$ cat config.mk
export PLATFORM = sky130hd
export DESIGN_NAME = sdram_cmd_watch
export DESIGN_NICKNAME = d
export VERILOG_FILES = /design/src/rtl/sdc_pkg.sv /design/src/rtl/sdc_cmd_decode.sv /design/src/rtl/sdc_bank_track.sv /design/src/rtl/sdc_dqm_pipe.sv /design/src/rtl/sdram_cmd_watch.sv
export SDC_FILE = /design/constraint.sdc
export NUM_CORES = 1
export LEC_CHECK = 0
export CORE_MARGIN = 10
export CORE_UTILIZATION = 46
export DETAILED_ROUTE_END_ITERATION = 16
export PLACE_DENSITY = 0.79
export SLEW_MARGIN = 30
export SYNTH_ARGS = -nofsm -noshare
export SYNTH_HDL_FRONTEND = slang
export SYNTH_HIERARCHICAL = 1
export SYNTH_SLANG_ARGS = --single-unit
$ cat constraint.sdc
create_clock -name clk -period 3.73 [get_ports clk]
set_input_delay 0.373 -clock clk [delete_from_list [all_inputs] [get_ports clk]]
set_output_delay 0.373 -clock clk [all_outputs]
set_load 0.01 [all_outputs]
$ cat src/rtl/sdc_pkg.sv
package sdc_pkg;

    localparam int NBANK   = 2;
    localparam int MRS_GAP = 2;

    typedef enum logic [3:0] {
        CMD_NOP   = 4'd0,
        CMD_MRS   = 4'd1,
        CMD_AREF  = 4'd2,
        CMD_SREF  = 4'd3,
        CMD_ACT   = 4'd4,
        CMD_READ  = 4'd5,
        CMD_WRITE = 4'd6,
        CMD_BST   = 4'd7,
        CMD_PRE   = 4'd8
    } cmd_e;

    typedef enum logic [1:0] {
        PS_RUN  = 2'd0,
        PS_SUSP = 2'd1,
        PS_PDN  = 2'd2,
        PS_SELF = 2'd3
    } pwr_e;

    typedef enum logic [2:0] {
        VC_NONE        = 3'd0,
        VC_MRS_BUSY    = 3'd1,
        VC_REF_BUSY    = 3'd2,
        VC_LOCKOUT     = 3'd3,
        VC_AP_CONFLICT = 3'd4
    } vcode_e;

    typedef struct packed {
        logic cs_n;
        logic ras_n;
        logic cas_n;
        logic we_n;
    } pins_t;

    // Burst length selected by the low mode bits.
    function automatic logic [3:0] burst_len(input logic [2:0] code);
        case (code)
            3'd0:    return 4'd1;
            3'd1:    return 4'd2;
            3'd2:    return 4'd4;
            default: return 4'd8;
        endcase
    endfunction

    // Raw pin pattern to command, ignoring clock enable.
    function automatic cmd_e pin_cmd(input pins_t p);
        if (p.cs_n) return CMD_NOP;
        case ({p.ras_n, p.cas_n, p.we_n})
            3'b000:  return CMD_MRS;
            3'b001:  return CMD_AREF;
            3'b011:  return CMD_ACT;
            3'b101:  return CMD_READ;
            3'b100:  return CMD_WRITE;
            3'b110:  return CMD_BST;
            3'b010:  return CMD_PRE;
            default: return CMD_NOP;
        endcase
    endfunction

endpackage

$ cat src/rtl/sdc_cmd_decode.sv
module sdc_cmd_decode
    import sdc_pkg::*;
(
    input  pins_t pins_i,
    input  logic  cke_i,
    input  pwr_e  ps_i,
    output cmd_e  eff_o,
    output logic  run_o
);
    cmd_e raw;

    assign raw   = pin_cmd(pins_i);
    assign run_o = (ps_i == PS_RUN) && cke_i;

    always_comb begin
        if (run_o)
            eff_o = raw;
        else if (ps_i == PS_RUN && raw == CMD_AREF)
            eff_o = CMD_SREF;          // refresh pattern on a falling CKE
        else
            eff_o = CMD_NOP;
    end
endmodule

$ cat src/rtl/sdc_bank_track.sv
module sdc_bank_track #(
    parameter int ROW_W = 9,
    parameter int CNT_W = 4
) (
    input  logic             clk,
    input  logic             rst,
    input  logic             adv_i,
    input  logic             open_i,
    input  logic             close_i,
    input  logic             ap_i,
    input  logic [CNT_W-1:0] bl_i,
    input  logic [ROW_W-1:0] row_i,
    output logic             active_o,
    output logic             busy_o,
    output logic [ROW_W-1:0] row_o
);
    logic [CNT_W-1:0] cnt_q;

    always_ff @(posedge clk) begin
        if (rst) begin
            active_o <= 1'b0;
            cnt_q    <= '0;
            row_o    <= '0;
        end else if (close_i) begin
            active_o <= 1'b0;
            cnt_q    <= '0;
        end else if (open_i) begin
            active_o <= 1'b1;
            row_o    <= row_i;
        end else if (ap_i) begin
            cnt_q <= bl_i;
        end else if (adv_i && cnt_q != '0) begin
            cnt_q <= cnt_q - CNT_W'(1);
            if (cnt_q == CNT_W'(1))
                active_o <= 1'b0;
        end
    end

    assign busy_o = (cnt_q != '0);
endmodule

$ cat src/rtl/sdc_dqm_pipe.sv
module sdc_dqm_pipe #(
    parameter int RD_LAT = 2
) (
    input  logic clk,
    input  logic rst,
    input  logic dqm_i,
    output logic wr_mask_o,
    output logic rd_hiz_o
);
    logic [RD_LAT:0] sr_q;

    always_ff @(posedge clk) begin
        if (rst) sr_q[0] <= 1'b0;
        else     sr_q[0] <= dqm_i;
    end

    for (genvar i = 1; i <= RD_LAT; i++) begin : g_stage
        always_ff @(posedge clk) begin
            if (rst) sr_q[i] <= 1'b0;
            else     sr_q[i] <= sr_q[i-1];
        end
    end

    assign wr_mask_o = sr_q[0];
    assign rd_hiz_o  = sr_q[RD_LAT];
endmodule

$ cat src/rtl/sdram_cmd_watch.sv
module sdram_cmd_watch
    import sdc_pkg::*;
#(
    parameter int ADDR_W = 8,
    parameter int RD_LAT = 2,
    parameter int CNT_W  = 4
) (
    input  logic              clk,
    input  logic              rst,
    input  logic              cke,
    input  logic              cs_n,
    input  logic              ras_n,
    input  logic              cas_n,
    input  logic              we_n,
    input  logic              dqm,
    input  logic              ba,
    input  logic              a_ap,
    input  logic [ADDR_W-1:0] addr,
    output logic [3:0]        cmd_o,
    output logic              viol_o,
    output logic [2:0]        viol_code_o,
    output logic [1:0]        bank_act_o,
    output logic [ADDR_W:0]   row_a_o,
    output logic [ADDR_W:0]   row_b_o,
    output logic [1:0]        pwr_o,
    output logic              wr_mask_o,
    output logic              rd_hiz_o
);
    localparam int ROW_W  = ADDR_W + 1;
    localparam int LOCK_W = $clog2(MRS_GAP + 1);

    pins_t              pins;
    cmd_e               eff;
    logic               run_cyc;
    pwr_e               ps_q, ps_d;
    vcode_e             vc;
    logic               ok, all_idle;
    logic [LOCK_W-1:0]  lock_q;
    logic [CNT_W-1:0]   bl_q;
    logic [NBANK-1:0]   act_v, busy_v;
    logic [ROW_W-1:0]   row_v [NBANK];
    logic               is_rw;

    assign pins = {cs_n, ras_n, cas_n, we_n};

    sdc_cmd_decode u_dec (
        .pins_i (pins),
        .cke_i  (cke),
        .ps_i   (ps_q),
        .eff_o  (eff),
        .run_o  (run_cyc)
    );

    assign all_idle = ~|act_v;
    assign is_rw    = (eff == CMD_READ) || (eff == CMD_WRITE);

    // Legality check, command gap has priority over bank-state rules.
    always_comb begin
        vc = VC_NONE;
        if (eff != CMD_NOP && lock_q != '0)
            vc = VC_LOCKOUT;
        else begin
            case (eff)
                CMD_MRS:             if (!all_idle) vc = VC_MRS_BUSY;
                CMD_AREF, CMD_SREF:  if (!all_idle) vc = VC_REF_BUSY;
                CMD_READ, CMD_WRITE: if (busy_v[ba]) vc = VC_AP_CONFLICT;
                default: ;
            endcase
        end
    end
    assign ok = (vc == VC_NONE);

    for (genvar b = 0; b < NBANK; b++) begin : g_bank
        logic sel;
        assign sel = (ba == 1'(b));
        sdc_bank_track #(.ROW_W(ROW_W), .CNT_W(CNT_W)) u_bank (
            .clk      (clk),
            .rst      (rst),
            .adv_i    (run_cyc),
            .open_i   (ok && eff == CMD_ACT && sel),
            .close_i  (ok && eff == CMD_PRE && (a_ap || sel)),
            .ap_i     (ok && is_rw && a_ap && sel),
            .bl_i     (bl_q),
            .row_i    ({a_ap, addr}),
            .active_o (act_v[b]),
            .busy_o   (busy_v[b]),
            .row_o    (row_v[b])
        );
    end

    // Power state on CKE transitions.
    always_comb begin
        ps_d = ps_q;
        case (ps_q)
            PS_RUN: begin
                if (!cke) begin
                    if (eff == CMD_SREF && ok) ps_d = PS_SELF;
                    else if (all_idle)         ps_d = PS_PDN;
                    else                       ps_d = PS_SUSP;
                end
            end
            default: if (cke) ps_d = PS_RUN;
        endcase
    end

    always_ff @(posedge clk) begin
        if (rst) begin
            ps_q        <= PS_RUN;
            lock_q      <= '0;
            bl_q        <= CNT_W'(burst_len(3'd0));
            cmd_o       <= '0;
            viol_o      <= 1'b0;
            viol_code_o <= '0;
        end else begin
            ps_q        <= ps_d;
            cmd_o       <= eff;
            viol_o      <= !ok;
            viol_code_o <= vc;
            if (ok && eff == CMD_MRS) begin
                lock_q <= LOCK_W'(MRS_GAP);
                bl_q   <= CNT_W'(burst_len(addr[2:0]));
            end else if (run_cyc && lock_q != '0) begin
                lock_q <= lock_q - LOCK_W'(1);
            end
        end
    end

    sdc_dqm_pipe #(.RD_LAT(RD_LAT)) u_dqm (
        .clk       (clk),
        .rst       (rst),
        .dqm_i     (dqm),
        .wr_mask_o (wr_mask_o),
        .rd_hiz_o  (rd_hiz_o)
    );

    assign bank_act_o = act_v;
    assign row_a_o    = row_v[0];
    assign row_b_o    = row_v[1];
    assign pwr_o      = ps_q;
endmodule

# Word level (Yosys, flattened, before mapping)
# Cells that the tools add are included.
# word_totals
ff_bits	47
inputBits	18
# classes
addsub	3
eq_ne	21
magnitude_cmp	1
bitwise_logic	5
reduce_logical	51
n_mux	33
# op_table
operator	count
4-bit 2-to-1 mux	7
4-bit one-hot mux with 7 select lines	1
1-bit logical AND	18
2-bit 2-to-1 mux	9
2-bit nonzero test	9
4-bit by 1-bit == test with 1-bit output (second input constant)	3
4-bit by 2-bit == test with 1-bit output (second input constant)	3
4-bit by 3-bit == test with 1-bit output (second input constant)	3
1-bit 2-to-1 mux	12
4-bit one-hot mux with 3 select lines	1
4-bit nonzero test	3
2-bit OR reduction	6
2-bit AND reduction	5
3-bit by 2-bit == test with 1-bit output (second input constant)	3
3-bit == test (second input constant)	3
3-bit logical NOT	3
3-bit one-hot mux with 3 select lines	1
4-bit by 1-bit subtractor with 4-bit output (second input constant)	2
3-bit by 1-bit == test with 1-bit output (second input constant)	2
3-bit 2-to-1 mux	2
3-bit AND reduction	2
1-bit inverter	5
4-bit == test (second input constant)	1
2-bit by 1-bit != test with 1-bit output (second input constant)	2
other kinds (6)	8

# Logic depth before layout (Yosys ltp)
# Gate-level depths: netlist of run 1.
# depth
word_depth	17
mapped_depth	13

# Cells and area by module
# The synthesis of run 1 kept the hierarchy.
# modules_own_cells
module	area_each_um2	instances	cells_per_inst
sdc_bank_track	644.4	2	85
sdram_cmd_watch	780.7	1	87
sdc_cmd_decode	130.1	1	18
sdc_dqm_pipe	78.8	1	6

# Least setup slack after synthesis of run 1
# Ideal clock, no wire load.
# synth_timing
path_kind	reg-to-reg
start	reg ps_q[1], in the netlist pwr_o[1]
end	reg g_bank[0].u_bank.cnt_q[2]
stages_incl_launch_ff	12
setup_slack_ns	0.915
period_less_slack_ns	2.815
n_path_buf	1
required_ns	3.611
arrival_ns	2.696
setup_time_ns	0.119
path_cell_list	dfxtp_1 -> nor3_2 -> nand2_1 -> nor3b_1 -> or3b_1 -> buf_2 -> o32ai_2 -> nor4_1 -> nor4b_2 -> or3_1 -> o21ai_0 -> a21oi_1
# synth_via
word_cells_on_any_way	33
classes_between	7 x eq/ne; 5 x mux; 1 x bitwise; 20 x reduce/logical
# synth_rtl
item	line	rtl
from (decl)	sdram_cmd_watch.sv:35	pwr_e ps_q, ps_d;
from (signal assigned)	sdram_cmd_watch.sv:115	ps_q <= ps_d;
2-bit logical NOT (*)	sdc_cmd_decode.sv:13	assign run_o = (ps_i == PS_RUN) && cke_i;
1-bit logical AND (*)	sdc_cmd_decode.sv:13	
4-bit 2-to-1 mux (*)	sdc_cmd_decode.sv:16	if (run_o)
net eff[3]	sdram_cmd_watch.sv:33	cmd_e eff;
4-bit by 3-bit == test with 1-bit output or 4-bit by 2-bit == test with 1-bit output (tied branches)	sdram_cmd_watch.sv:55, sdram_cmd_watch.sv:63	
2-bit OR reduction	sdram_cmd_watch.sv:63	case (eff)
3-bit one-hot mux with 3 select lines	sdram_cmd_watch.sv:63	
3-bit 2-to-1 mux	sdram_cmd_watch.sv:60	if (eff != CMD_NOP && lock_q != '0)
3-bit logical NOT	sdram_cmd_watch.sv:71	assign ok = (vc == VC_NONE);
1-bit logical AND (3 in series)	sdram_cmd_watch.sv:82	.ap_i (ok && is_rw && a_ap && sel),
2-bit nonzero test (no source line)	-	
2-bit AND reduction (no source line)	-	
to (signal assigned)	sdc_bank_track.sv:31	cnt_q <= bl_i;
to (signal assigned)	sdc_bank_track.sv:33	cnt_q <= cnt_q - CNT_W'(1);
to (decl)	sdc_bank_track.sv:17	logic [CNT_W-1:0] cnt_q;
# Mark *: on every way through the listed nets, which the timed path passes. The rest lies on a longest branch.
# A chain may end at the register's enable or synchronous reset.

# Worst setup path in the final report of run 1
# layout_timing
start	in we_n
end	reg g_bank[0].u_bank.cnt_q[2]
# layout_via
elab_chain_cells	17
word_cells_on_any_way	40
classes_between	14 x eq/ne; 7 x mux; 1 x bitwise; 18 x reduce/logical
# layout_lines
item	line	rtl
from (decl)	sdram_cmd_watch.sv:14	input logic we_n,
3-bit by 2-bit == test with 1-bit output (tied with other cells)	sdc_pkg.sv:53	case ({p.ras_n, p.cas_n, p.we_n})
4-bit one-hot mux with 7 select lines (*)	sdc_pkg.sv:53	
4-bit 2-to-1 mux (*)	sdc_pkg.sv:53	
4-bit by 2-bit == test with 1-bit output	sdc_cmd_decode.sv:18	else if (ps_i == PS_RUN && raw == CMD_AREF)
1-bit logical AND	sdc_cmd_decode.sv:18	
2-bit 2-to-1 mux	sdc_cmd_decode.sv:18	
4-bit 2-to-1 mux (*)	sdc_cmd_decode.sv:16	
net eff[0]	sdram_cmd_watch.sv:33	
4-bit by 3-bit == test with 1-bit output or 4-bit by 2-bit == test with 1-bit output (tied branches)	sdram_cmd_watch.sv:55, sdram_cmd_watch.sv:63	
2-bit OR reduction	sdram_cmd_watch.sv:63	
3-bit one-hot mux with 3 select lines	sdram_cmd_watch.sv:63	
3-bit 2-to-1 mux	sdram_cmd_watch.sv:60	
3-bit logical NOT	sdram_cmd_watch.sv:71	
1-bit logical AND (3 in series)	sdram_cmd_watch.sv:82	
2-bit nonzero test (no source line)	-	
2-bit AND reduction (no source line)	-	
# Marks and branches as above.

==> summary by stage, run 1 <==
Routing
The remaining routing DRC violations is 0. For this block, the routed nets add up to 5.72 mm of wire. The number of DRC markers after the initial detailed-route iteration is about 160. The detailed router placed roughly 2100 vias in this run. After detailed routing, the average wire length per cell comes to 14.4 um. In this run the remaining antenna-violating nets after routing total 0. The per-cell via count in the routed design is 5.27. For this run, the detailed router's first-pass iteration total came to 4.

Final layout
After routing the design area is ~0.0029 mm2. After filler insertion, the fill cell instance count of the layout stands at approximately 430. The share of post-route cells with drive strength above 1 is 7.90%. The number of diodes added for antenna fixing is 0. The count of nets after finishing is 351. Compared with the post-synthesis result, the final layout area differs by 27.7%.

Power and ir drop
Combinational logic is responsible for 30.5% of the overall power. The net switching share of the total power is 32.5%. The internal power contribution is around 0.95 mW. The clock share of power is 27.0%. For this design the static power due to leakage is about 1 nW. For this design the total switching power over the nets is 0.458 mW. Summing internal, switching and leakage power gives roughly 1.4 mW. The power density over the cells is ~480 mW/mm2. Sequential cells account for 42.5% of the total power. The maximum ir drop on the vdd rail is 252 uV.

Outcome
The flow ran to the end, and the final reports show no timing, DRC or antenna violations.

Worst setup path
The cell with the largest stage delay on the worst path is clkdlybuf4s50_1. Among cell families on the critical path, the largest total delay comes from simple AND/OR/NAND/NOR gates. The startpoint type of the worst setup path is an input pin. The beginning of the worst register-to-register path is pwr_o[1]$_SDFFE_PP0P_. The kind of end point of the critical path is a register. The largest incremental delay on the critical path is 510 ps. STA puts the critical path data required time at between 3000 and 4000 ps. The arrival time of data at the critical path endpoint is 3430 ps. The most repeated library cell on the critical path is nor4b_2.

The maximum fanout along the worst path is 12. The start point of the critical path is we_n. The number of buffers and inverters on the critical path is 2. The worst setup path category is in2reg. Walking the worst path, the cells encountered are clkdlybuf4s50_1 > nor4b_2 > a31oi_1 > a21boi_1 > or3b_1 > o32ai_2 > nor4_1 > buf_4 > nor4b_2 > or3_1 > o21ai_0 > a21oi_1.

Floorplan
The chip width is 90.4 um. 50 I/O pins were placed. The region available for standard cell placement spans 0.00475 mm2. The initial utilization of the core area, before any placement, comes to 47.9%. The floorplan die height is 90.4 um. The floorplan has 25 rows.

The floorplan die area is 0.00817 mm2.

Placed design
During placement, the flow inserted port buffers numbering 49. Summed over all nets, the half-perimeter wirelength after detailed placement is 4.31 mm. Before CTS, the worst setup slack after placement is 231 ps. In this run the cell area measured after placement is 0.00279 mm2.

The final weighted congestion in routability-driven placement is 0.905.

Clock network
The number of hold buffers added after CTS was 0. The CTS sink count is 47. The post-cts sizing count is 0.

The clock transition time at the flip-flop clock pins of the worst setup and hold paths is ~90 ps. CTS placed an instance of clkbuf_8 at the clock tree root. The TritonCTS buffer count is 5. The later pin in the worst-skew pair is clocked with a latency of 310 ps. The maximum root-to-sink buffer count is 2. In this run the number of H-tree levels came out at 2. The number of setup buffers added after CTS is 0. The TritonCTS clock tree is yes.

GRT
The global routing usage summed across all routing layers is 13.7%. Entering global routing, the biggest net connects 22 pins. The total overflow left after global routing is 0. The first global-routing pass estimated 9.37 mm of wire.

The initial antenna violation count is 0. The via count of the first global-routing pass is 1915.

Timing
The time the worst path needs with I/O delays and setup is 3200 ps. The relative slew slack is 44.6%. The worst path meets setup with 533 ps of slack.

In the finished design, the share of the clock period the worst path needs comes to 85.7%. For the pin with the worst max-slew slack, the measured transition is ~830 ps. Static timing analysis puts the maximum clock frequency at roughly 0.31 GHz. The count of final hold-check violations was 0. The number of setup violations in the final report is 0. The tightest hold path in the finished design has a slack of 457 ps. The final sum of negative setup slack is 0 ps.

On the final layout, the worst clock skew is 9.85 ps. Setup repair after global routing left no endpoint under its margin. The count of pins over their slew limit came to 0.

Synth
The gate count after technology mapping is 281. The most frequent cell after synthesis is nand2_1. Of all flip-flops after synthesis, the portion carrying an async set or reset was 0%.

After synthesis the cells add up to 0.00228 mm2. Sequential elements use between 40% and 50% of the synthesized area. The synthesized design contains 47 register bits. By count the netlist is led by nand2_1 (59), dfxtp_1 (47), a21oi_1 (36). The count of warnings emitted by yosys is 6.

The synthesized netlist contains 44 unique library cells. The flip-flop cell with the highest count after synthesis is dfxtp_1. The top cell type by area accounts for 41.3% of the synthesized area. Summed over all instances, the cell type with the most area after synthesis is dfxtp_1. In the post-synthesis netlist, the biggest area contributors are dfxtp_1 (41%), nand2_1 (9.7%), a21oi_1 (7.9%). Counting every net in the synthesized netlist gives 304. The number of synthesized flops with an enable pin is 0.

Averaged over all synthesized cells, the footprint is 8.11 um2.

Run
Max-cap violations in this run came to 0.

Min path
The tightest min-delay check is of the reg2reg type. The worst hold path begins at u_dqm/sr_q[1]$_SDFF_PP0_.
## power by group through the flow
stage	clock (mW)	combinational (mW)	sequential, mW
6_report	0.380	0.430	0.599
5_1_grt	0.413	0.488	0.607
4_1_cts	0.393	0.428	0.597
3_5_place_dp	0	0.425	0.609
3_3_place_gp	0	0.416	0.608
2_1_floorplan	0	0.317	0.601
## kinds of logic (layout without fill, tap and decap cells)
group / count (synthesis) / count (layout) / share of synthesized area, %
DFF: 47 / 47 / 41.3
AOI/OAI and AO/OA: 60 / 60 / 15.0
and+or+nand+nor: 141 / 141 / 33.1
adders and majority gates: 5 / 5 / 2.75
xor gates and xnor gates: 4 / 4 / 1.54
buffers and inverters: 22 / 70 / 5.38
muxes: 2 / 2 / 0.934
## area by class of cell
class	count	area (um2)	share of cell area, %
flip-flops and latches	47	941	32.3
multi-input cells	212	1210	41.8
inverters	9	33.8	1.16
well taps	67	83.8	2.88
clock inverters	3	46.3	1.59
repair buffers	53	520	17.9
clock buffers	5	68.8	2.37
## registers in the layout, indices dropped and copies added (netlist names)
| signal | cells |
|---|---|
| g_bank.u_bank/cnt_q | 8 |
| cmd_o | 4 |
| lock_q | 2 |
| pwr_o | 2 |
| g_bank.u_bank/row_o | 18 |
| u_dqm/rd_hiz_o | 1 |
| bl_q | 4 |
| viol_code_o | 3 |
| u_dqm/wr_mask_o | 1 |
| viol_o | 1 |
| g_bank.u_bank/active_o | 2 |
| u_dqm/sr_q | 1 |
## final timing paths
kind                                                          endpoint  slack (ps)  cells past startpoint
worst max-delay path            g_bank[0].u_bank/cnt_q[2]$_SDFFE_PP0P_         530                     12
worst min-delay path                         u_dqm/rd_hiz_o$_SDFF_PP0_         460                      1
worst max register to register  g_bank[0].u_bank/cnt_q[2]$_SDFFE_PP0P_         830                     10
worst min register to register               u_dqm/rd_hiz_o$_SDFF_PP0_         460                      1
## placed cells by master (no fill, tap or decap), drive strengths merged, types with 3 or more instances in the layout
| cell type | n |
|---|---|
| nor2b | 13 |
| buf | 4 |
| or2 | 3 |
| o21ai | 12 |
| nor3b | 3 |
| nand2b | 7 |
| clkdlybuf4s50 | 49 |
| or4 | 3 |
| dfxtp | 47 |
| nor3 | 8 |
| nand2 | 59 |
| a21oi | 36 |
| nand4 | 4 |
| ha | 5 |
| nor4b | 5 |
| inv | 10 |
| clkbuf | 5 |
| nor2 | 22 |
| nor4 | 3 |
## per-layer routing
layer | track usage, % | up-vias | share of wire (%)
met5 | 0 | - | 0
met4 | 3.85 | 0 | 1.1
met3 | 3.82 | 6 | 5.2
met2 | 23.8 | 59 | 51
li1 | - | 1058 | -
met1 | 16.0 | 962 | 43
## metrics by stage
step                      utilization, %  cells
after floorplan                        -    281
after detailed placement            58.8    388
after global placement              58.8    388
final                               61.2    396
after global routing                61.2    396
after CTS                           61.2    396
Note: power is estimated with default switching activity, not from simulation.
==> inputs of run 2 (changes only) <==
Settings changed: SKIP_LAST_GASP set to 1.
==> results of run 2 <==
The final DEF is identical to that of run 1; final timing and power are the same.
==> inputs of run 3 (changes only) <==
Settings changed: PLACE_DENSITY 0.79 to 0.8.
Clock period 3.73 ns to 3.7 ns, I/O delays scaled along.
==> run 3 against run 2 <==
  * Routed wire length shrank 0.84%
  * Highest routed layer unchanged
  * Hold slack worse by 3.1 ps
  * First-iteration DRC count increased by 4.3%
  * Non-clock buffer count grew 2
  * Flip-flop and latch count unchanged
  * Clock skew shrank 2.9 ps
  * Count of clock-buffer cells in the layout stayed put
  * Critical endpoint unchanged
  * Register-to-register slack improved by 20 ps
  * Via count fell by 1.9%
  * Clock power shrank 3%
  * Utilization rose by 0.13 points
==> summary by stage, run 3 (same netlist as run 1, synthesis figures left out) <==
Timing
The worst path meets setup with 527 ps of slack. Timing would allow up to 0.315 GHz. The time the worst path needs with I/O delays and setup is 3170 ps. Setup violations remaining at the end of the flow were counted as 0. After layout, the worst path uses 85.8% of the clock period. The count of final hold-check violations is 0. Setup repair after global routing left no endpoint under its margin. Between clock sinks in the finished design, the worst skew comes to about 7 ps. The worst pin sits at a relative slew slack of 47.0%. The count of pins over their slew limit is 0. The transition time at the pin with the least slew margin is a little under 800 ps.

Setup total negative slack on the finished layout was measured at 0 ps.

GRT
For this run the aggregate overflow at the end of global routing stands at 0. The initial antenna violation count is 0. The first-pass GRT wire length is 9.31 mm. The via count of the first global-routing pass came to around 1900. The pin count of the biggest net entering global routing is 26.

The global routing usage summed across all routing layers is around 14%.

Worst setup path
The number of buffer and inverter instances along the worst setup path is 2. Data on the critical path is required at its endpoint by 3940 ps. The most numerous cell type found on the critical path is nor4b_2. The worst setup path category is in2reg. The slowest stage of the critical path is the clkdlybuf4s50_1 cell. The endpoint of the most critical register-to-register path is g_bank[0].u_bank/cnt_q[2]$_SDFFE_PP0P_. STA classifies the critical path endpoint as a register. The depth of the worst register-to-register path is 10. The signal on the critical path passes through clkdlybuf4s50_1 > nor4b_2 > a31oi_1 > a21boi_1 > or3b_1 > o32ai_2 > nor4_1 > buf_4 > nor4b_2 > or3_1 > o21ai_0 > a21oi_1.

The startpoint type of the worst setup path is an input pin. The maximum fanout along the worst path is 12. The largest incremental delay on the critical path is 590 ps. In this design, the largest share of critical-path delay is due to simple AND/OR/NAND/NOR gates. In this run the number of cells on the critical path is 12.

Data arrives at the worst endpoint at 3410 ps. The beginning of the worst register-to-register path is pwr_o[1]$_SDFFE_PP0P_. The minimum setup slack among reg-to-reg paths is around 850 ps.

Routing
The detailed-route wire length is 5.67 mm. After detailed routing, the average wire length per cell comes to 14.3 um. The number of DRC markers after the initial detailed-route iteration is 170. The per-cell via count in the routed design is around 5.2. The number of detailed-route iterations in the first pass is 4. For this block, the via count after detailed routing is 2045. The remaining routing DRC violations is 0. The number of nets with antenna violations after detailed routing is 0.

Final layout
The most frequent standard cell in the layout excluding fill and tap cells is nand2_1. The number of fill cells is 410. The area added between synthesis and finish is 28.0%. The register with the most flip-flops in the layout has 18 of them. 0 antenna diodes ended up in the layout. After the last flow step, the layout net total stands at ~350.

g_bank.u_bank/row_o holds more flip-flops than any other register. The largest registers in the layout are g_bank.u_bank/row_o (18), g_bank.u_bank/cnt_q (8). In the layout the commonest cells are nand2_1 (59), clkdlybuf4s50_1 (49), dfxtp_1 (47).

The share of post-route cells with drive strength above 1 is 8.18%.

Clock network
The number of levels the H-tree was split into is 2. TritonCTS created 5 clock buffers. The insertion delay of the later-clocked pin in the worst-skew pair is 300 ps. Buffers inserted to repair hold after CTS numbered 0.

The CTS sink count is 47. Post-CTS timing repair inserted 0 buffers for setup. The post-cts sizing count is 0. After clock tree synthesis, the clock-pin slew on the worst setup and hold paths is 80 ps.

The root buffer cell chosen for the clock tree is clkbuf_8. The TritonCTS clock tree is yes. The maximum root-to-sink buffer count is 2.

Floorplan
The floorplan has 25 rows. The starting utilization of the core area is between 40% and 50%. The number of ports placed on the die boundary is 50. Measured along the y axis, the die boundary spans 90.4 um. The chip width is between 90 and 100 um. The region available for standard cell placement spans 0.00475 mm2. The floorplan die area is 0.00817 mm2.

Placed design
The HPWL after detailed placement is 4.34 mm. The count of buffers from port buffering is 49. The congestion estimate from routability-driven global placement came to 0.835.

At the placement stage, the worst setup path has a slack of 291 ps.

Run
Across the run, the number of max-cap violations was 0.

Power and ir drop
For this design the ratio of total power to cell area is 482 mW/mm2. The total power after layout is between 1 and 1.5 mW. The leakage power figure is around 1 nW. The maximum ir drop on the vdd rail is about 240 uV.

Min path
The path with the worst hold slack has its endpoint at u_dqm/rd_hiz_o$_SDFF_PP0_. The cell count of the worst hold path is 1. The worst min-delay path category is reg2reg.

The worst hold path begins at u_dqm/sr_q[1]$_SDFF_PP0_.

Outcome
The flow ran to the end, and the final reports show no timing, DRC or antenna violations.
run 3: cell count changes in the layout (fill, tap and decap cells not counted):
cell,before,now
buf_4,4,6
inv_6,1,0
run 3: worst reg2reg max path: stages (launching register included):
cell	delay, ps
dfxtp_1	370
nor3_2	240
a21boi_1	460
or3b_1	440
o32ai_2	290
nor4_1	100
buf_4	180
nor4b_2	280
or3_1	200
o21ai_0	100
a21oi_1	140
run 3: per-layer routing:
layer  GRT usage, %  vias up  wire length (um)
met4           4.11        0                77
met2           22.6       49              2740
met1           16.2      930              2540
met3           4.07        9               312
li1               -     1057                 -
met5              0        -                 0
run 3: how the worst max path moves through the flow:
stage	endpoint	slack [ps]	startpoint
2_1_floorplan	g_bank[0].u_bank/cnt_q[2]$_SDFFE_PP0P_	880	pwr_o[1]$_SDFFE_PP0P_
3_3_place_gp	g_bank[0].u_bank/cnt_q[3]$_SDFFE_PP0P_	390	cke
3_5_place_dp	g_bank[0].u_bank/cnt_q[2]$_SDFFE_PP0P_	290	cke
4_1_cts	g_bank[0].u_bank/cnt_q[2]$_SDFFE_PP0P_	570	cke
5_1_grt	g_bank[1].u_bank/cnt_q[3]$_SDFFE_PP0P_	280	cke
6_report	g_bank[0].u_bank/cnt_q[2]$_SDFFE_PP0P_	530	cke
run 3: area by class of cell:
type	instances	area, um2	share of cell area, %
Multi-Input combinational cell	212	1210	41.7
Sequential cell	47	941	32.3
Timing Repair Buffer	55	536	18.4
Tap cell	67	83.8	2.88
Clock buffer	5	68.8	2.36
Clock inverter	2	37.5	1.29
Inverter	9	33.8	1.16
run 3: where the power goes:
group          switching (mW)  internal (mW)
logic                   0.226          0.208
registers              0.0507          0.553
clock network           0.171          0.198
run 3: metrics by stage:
step	instance area, um2	hold WS, ps	utilization (%)	cells
after floorplan	2280	414	-	281
after global placement	2810	424	59.1	390
after detailed placement	2810	444	59.1	390
after CTS	2920	458	61.3	397
after global routing	2920	470	61.3	397
final	2920	454	61.3	397
